### src/rtl/ext_irq_ctrl.sv
module ext_irq_ctrl #(
  parameter int ADDR_W = 8
) (
  input  logic              clk,
  input  logic              rst_n,
  input  logic [23:0]       pin_in,
  input  logic [ADDR_W-1:0] bus_addr,
  input  logic              bus_wr,
  input  logic [31:0]       bus_wdata,
  output logic [31:0]       bus_rdata,
  output logic [5:0]        irq_out
);
  localparam int NL   = 24;
  localparam int FW   = 4;
  localparam int FPR  = 32 / FW;
  localparam int NCFG = (NL + FPR - 1) / FPR;
  localparam logic [ADDR_W-1:0] CFG_BASE  = ADDR_W'('h88);
  localparam logic [ADDR_W-1:0] MASK_ADDR = ADDR_W'('hA4);
  localparam logic [ADDR_W-1:0] PEND_ADDR = ADDR_W'('hA8);

  logic [NL-1:0]      sync1, sync2, prev;
  logic [NL*FW-1:0]   trig_q;
  logic [NL-1:0]      mask_q, pend_q, evt, act;
  logic               wr_mask, wr_pend;

  assign wr_mask = bus_wr && bus_addr == MASK_ADDR;
  assign wr_pend = bus_wr && bus_addr == PEND_ADDR;

  always_ff @(posedge clk or negedge rst_n)
    if (!rst_n) begin
      sync1 <= '1;
      sync2 <= '1;
      prev  <= '1;
    end else begin
      sync1 <= pin_in;
      sync2 <= sync1;
      prev  <= sync2;
    end

  for (genvar i = 0; i < NL; i++) begin : g_line
    logic [FW-1:0] code;
    assign code = trig_q[i*FW +: FW];
    always_comb
      case (code)
        4'd0:                evt[i] = !sync2[i];
        4'd1:                evt[i] = sync2[i];
        4'd2:                evt[i] = prev[i] && !sync2[i];
        4'd4:                evt[i] = !prev[i] && sync2[i];
        4'd3, 4'd5, 4'd6, 4'd7: evt[i] = prev[i] ^ sync2[i];
        default:             evt[i] = 1'b0;
      endcase
  end

  for (genvar r = 0; r < NCFG; r++) begin : g_cfg
    localparam logic [ADDR_W-1:0] RADDR = CFG_BASE + ADDR_W'(4 * r);
    always_ff @(posedge clk or negedge rst_n)
      if (!rst_n) trig_q[r*32 +: 32] <= '0;
      else if (bus_wr && bus_addr == RADDR) trig_q[r*32 +: 32] <= bus_wdata;
  end

  always_ff @(posedge clk or negedge rst_n)
    if (!rst_n) begin
      mask_q <= '1;
      pend_q <= '0;
    end else begin
      if (wr_mask) mask_q <= bus_wdata[NL-1:0];
      pend_q <= (pend_q & ~(wr_pend ? bus_wdata[NL-1:0] : '0)) | evt;
    end

  assign act = pend_q & ~mask_q;
  assign irq_out = {|act[23:8], |act[7:4], act[3:0]};

  always_comb begin
    bus_rdata = '0;
    if (bus_addr == MASK_ADDR) bus_rdata = 32'(mask_q);
    else if (bus_addr == PEND_ADDR) bus_rdata = 32'(pend_q);
    else
      for (int r = 0; r < NCFG; r++)
        if (bus_addr == CFG_BASE + ADDR_W'(4 * r)) bus_rdata = trig_q[r*32 +: 32];
  end

  AST_W1C_CLEARS: assert property (@(posedge clk) disable iff (!rst_n)
    wr_pend |=> (pend_q & $past(bus_wdata[NL-1:0] & ~evt)) == '0);
  AST_NO_SPONT_CLEAR: assert property (@(posedge clk) disable iff (!rst_n)
    !wr_pend |=> (pend_q & $past(pend_q)) == $past(pend_q));
  AST_EVENT_WINS: assert property (@(posedge clk) disable iff (!rst_n)
    (wr_pend && (bus_wdata[NL-1:0] & evt) != '0)
      |=> (pend_q & $past(bus_wdata[NL-1:0] & evt)) == $past(bus_wdata[NL-1:0] & evt));
  AST_ALL_MASKED_QUIET: assert property (@(posedge clk) disable iff (!rst_n)
    (wr_mask && bus_wdata[NL-1:0] == '1) |=> irq_out == '0);
  AST_UPPER_ZERO: assert property (@(posedge clk) disable iff (!rst_n)
    (bus_addr == MASK_ADDR || bus_addr == PEND_ADDR) |-> bus_rdata[31:24] == 8'h00);
endmodule

### config.mk
export PLATFORM = sky130hd
export DESIGN_NAME = ext_irq_ctrl
export DESIGN_NICKNAME = d
export VERILOG_FILES = /design/src/rtl/ext_irq_ctrl.sv
export SDC_FILE = /design/constraint.sdc
export NUM_CORES = 1
export LEC_CHECK = 0
export BUFFER_PORTS_ARGS = -buffer_cell sky130_fd_sc_hd__buf_2
export CORE_MARGIN = 2
export CORE_UTILIZATION = 55
export CTS_CLUSTER_DIAMETER = 60
export DETAILED_ROUTE_END_ITERATION = 6
export PLACE_DENSITY_LB_ADDON = 0.2
export REMOVE_ABC_BUFFERS = 1
export SETUP_SLACK_MARGIN = 0.05
export SLEW_MARGIN = 20
export SYNTH_ARGS = -nofsm -noshare
export SYNTH_HDL_FRONTEND = slang
export SYNTH_SLANG_ARGS = --single-unit
### constraint.sdc
create_clock -name clk -period 3.1 [get_ports clk]
set_input_delay 0.155 -clock clk [delete_from_list [all_inputs] [get_ports clk]]
set_output_delay 0.155 -clock clk [all_outputs]
set_load 0.005 [all_outputs]
==> out/summary.md <==
The flow ran to the end, and the final reports show no timing, DRC or antenna violations. The number of cells after detailed placement was 1285. The dominant register cell in the synthesized netlist was sky130_fd_sc_hd__dfrtp_1. Compared with the post-synthesis result, the final layout area differs by 21.2%. The most common library cell in the layout ignoring fill and taps is sky130_fd_sc_hd__dfrtp_1. Quantity of I/O buffers inserted on ports: 104. Setup repair after global routing left no endpoint under its margin. 105 I/O pins were placed. Largest clock skew in the final design: 13.7 ps.

The total iterations of the first detailed-routing run was 5; the width of the chip was 144 µm. Adding up every negative setup slack in the final design gives 0 ps. The worst pin sits at a relative slew slack of 44.4%.

The final worst-path setup slack was 1060 ps; the via count of the routed design was 8002. Based on the critical path, the design can be clocked at up to 0.490 GHz. The setup slack on the worst flop-to-flop path came out at 1240 ps. The number of max-cap violations was 0; the share of the clock period used by the worst path was 65.8%. Counting flops with a built-in enable in the synthesized netlist gives 0.

Setup violations remaining at the end of the flow were counted as 0. The top fanout value on the critical path works out to 3. The clock tree buffer depth is 3.

The maximum number of pins on one net before global-route repair came out at 108. For the unique cell type count in the Yosys netlist, the log shows 47. STA puts the critical path data required time at 2940 ps. Clock-pin slew was measured on the worst setup and hold paths at 60 ps. The row count is 51, and the number of buffers added by the clock tree synthesis step is 24. Summing the sequential cell areas from Yosys gives 51.4% of the chip area.

The tools report the total count of max-transition violations in the final report as 0. Synthesis produced a netlist whose cell count is 933. Of the cells placed in the final design, the portion with a size suffix greater than 1 is 34.7%. TritonCTS built the clock tree. For the pin with the worst max-slew slack, the measured transition is 834 ps.

For the total number of yosys warnings, the log shows 0. The clock reaches the later pin of the worst-skew pair after 520 ps. The initial antenna violation count was 0. Summing every instance area after synthesis gives 10700 µm². The count of nets left with antenna violations once routing finished came out at 0. Of all flip-flops after synthesis, the portion carrying an async set or reset was 100%. The die is 144 µm tall. The logs give 0 for the number of antenna diodes and 1890 ps for the data arrival time of the worst path. In this run the mean area of a mapped cell was 11.5 µm². The floorplan step defined a die boundary enclosing 20700 µm².

The tools report the critical path capture point type as an output pin. Counting cells, the worst reg-to-reg path comes to 6. CTS saw 216 sinks. The finished layout holds 1385 standard cells, fillers aside.

Counting flops and latches in the post-synthesis netlist gives 216. The worst-case IR drop observed on VDD is 0.348 mV. Once the floorplan was initialized, standard cells occupied 55.6% of the core. The worst setup slack after placement is 693 ps, and the weighted congestion reported at the end of routability-driven placement is 0.846.

The number of global-route vias before repair came out at 7956. The min-delay analysis places its worst path in the category in2async. Dividing total power by cell area gives a power density of 505 nW/µm².

The worst path needs 2040 ps of the cycle, external delays included. Per-cell via count in the routed design: 5.78. The count of endpoints failing hold in the final timing report was 0. The run gives 41.5 mm as the wire length of the first global-routing pass. CTS placed an instance of sky130_fd_sc_hd__clkbuf_16 at the clock tree root.

In the layout the commonest cells are sky130_fd_sc_hd__dfrtp_1 (120), sky130_fd_sc_hd__mux2_2 (117), sky130_fd_sc_hd__buf_2 (103), sky130_fd_sc_hd__dfstp_2 (96), sky130_fd_sc_hd__nand2_1 (74). The run gives 5.98 nW as the reported leakage power. The end of the worst register-to-register path was pend_q[16].

Global routing consumed, over all layers together, 25.7% of the routing resources. The tools report the type of element launching the critical path as a register. Detailed placement finished with a half-perimeter wire length of 17.3 mm. In this run, the number of DRC markers left after iteration 0 of detailed routing was 467.

The sum of routed wire length over all layers was 26.0 mm. The floorplan step defined a core boundary enclosing 19300 µm². The run gives 1 as the H-tree level count.

In this run the critical register-to-register path is launched from prev[16]. Post-CTS timing repair inserted 0 buffers for setup. The tools report the number of nets in the final layout as 1218. For this run the aggregate overflow at the end of global routing stands at 0.

Type of the worst setup path: reg2out. The remaining routing DRC violations is 0, and the detail-routed net length per standard cell is 18.8 µm.
[metal layers]
metal | GRT usage, % | wire, µm | vias to the layer above
li1 | - | - | 3710
met2 | 42.6 | 12600 | 225
met4 | 5.37 | 273 | 0
met3 | 4.37 | 1510 | 22
met1 | 35.9 | 11600 | 4045
met5 | 0 | 0 | -
[layout make-up]
| type | instances | area, µm² |
|---|---|---|
| fillers | 1455 | 6310 |
| well taps | 265 | 332 |
| repair buffers | 178 | 1280 |
| flip-flops and latches | 216 | 5530 |
| clock inverters | 4 | 73.8 |
| inverters | 69 | 259 |
| multi-input cells | 614 | 4810 |
| clock buffers | 39 | 738 |
[state kept, by name, indices dropped and copies added, names as in the netlist]
register	count
mask_q	24
prev	24
sync1	24
sync2	24
pend_q	24
g_line.code	96
[worst max-delay path, stage by stage (launching register included)]
cell and delay, ps:
sky130_fd_sc_hd__dfstp_2 550, sky130_fd_sc_hd__o22ai_1 100, sky130_fd_sc_hd__a221oi_1 350, sky130_fd_sc_hd__nand4_1 200, sky130_fd_sc_hd__buf_2 170
[kinds of logic after synthesis]
kind of cell	count (synthesis)	synth area share [%]
xor gates and xnor gates	1	0.0815
and+or+nand+nor	218	10.6
buffers and inverters	103	3.83
muxes	146	15.0
adders and majority gates	48	5.59
AOI/OAI and AO/OA	201	13.5
DFF	216	51.4
[worst max path at each step]
stage / slack [ps] / depth (start not counted) / endpoint / start
final: 1060 / 4 / irq_out[5] / mask_q[9]
after global routing: 980 / 4 / irq_out[5] / mask_q[9]
after CTS: 1000 / 4 / irq_out[5] / mask_q[9]
after detailed placement: 690 / 6 / g_line[11].code[0] / bus_addr[4]
after global placement: 770 / 6 / g_line[11].code[1] / bus_addr[4]
after floorplan: 200 / 3 / g_line[1].code[1] / bus_addr[1]
[Yosys cell counts (24+ instances only)]
| cell type | instances | area share, % |
|---|---|---|
| sky130_fd_sc_hd__inv_1 | 69 | 2.4 |
| sky130_fd_sc_hd__a22oi_1 | 25 | 1.7 |
| sky130_fd_sc_hd__nand2b_1 | 43 | 2.5 |
| sky130_fd_sc_hd__dfrtp_1 | 120 | 28 |
| sky130_fd_sc_hd__mux2_2 | 117 | 12 |
| sky130_fd_sc_hd__mux2i_1 | 26 | 2.4 |
| sky130_fd_sc_hd__nand2_1 | 74 | 2.6 |
| sky130_fd_sc_hd__o221ai_1 | 25 | 2.0 |
| sky130_fd_sc_hd__o2bb2ai_1 | 24 | 2.0 |
| sky130_fd_sc_hd__a21oi_1 | 40 | 1.9 |
| sky130_fd_sc_hd__ha_1 | 48 | 5.6 |
| sky130_fd_sc_hd__dfstp_2 | 96 | 23 |
| sky130_fd_sc_hd__nor2_1 | 55 | 1.9 |
[what timing repair did]
item	in CTS	in global routing
hold buffers	57	0
gates resized for setup	0	0
hold endpoints to repair	219	0
[per-stage QoR]
stage	utilization, %	hold WS, ps	power (W)	instance area, µm²
3_3_place_gp	60.2	260	0.00365	11600
4_1_cts	67.3	258	0.00664	13000
3_5_place_dp	60.2	261	0.00367	11600
5_1_grt	67.3	264	0.00685	13000
2_1_floorplan	-	-141	0.00340	10600
6_report	67.3	254	0.00657	13000
[power breakdown]
part	internal, W	leakage (nW)	switching [W]
combinational	0.000276	3.04	0.000273
clock	0.00179	0.397	0.00110
sequential	0.00300	2.54	0.000135
(Power assumes the default switching activity.)
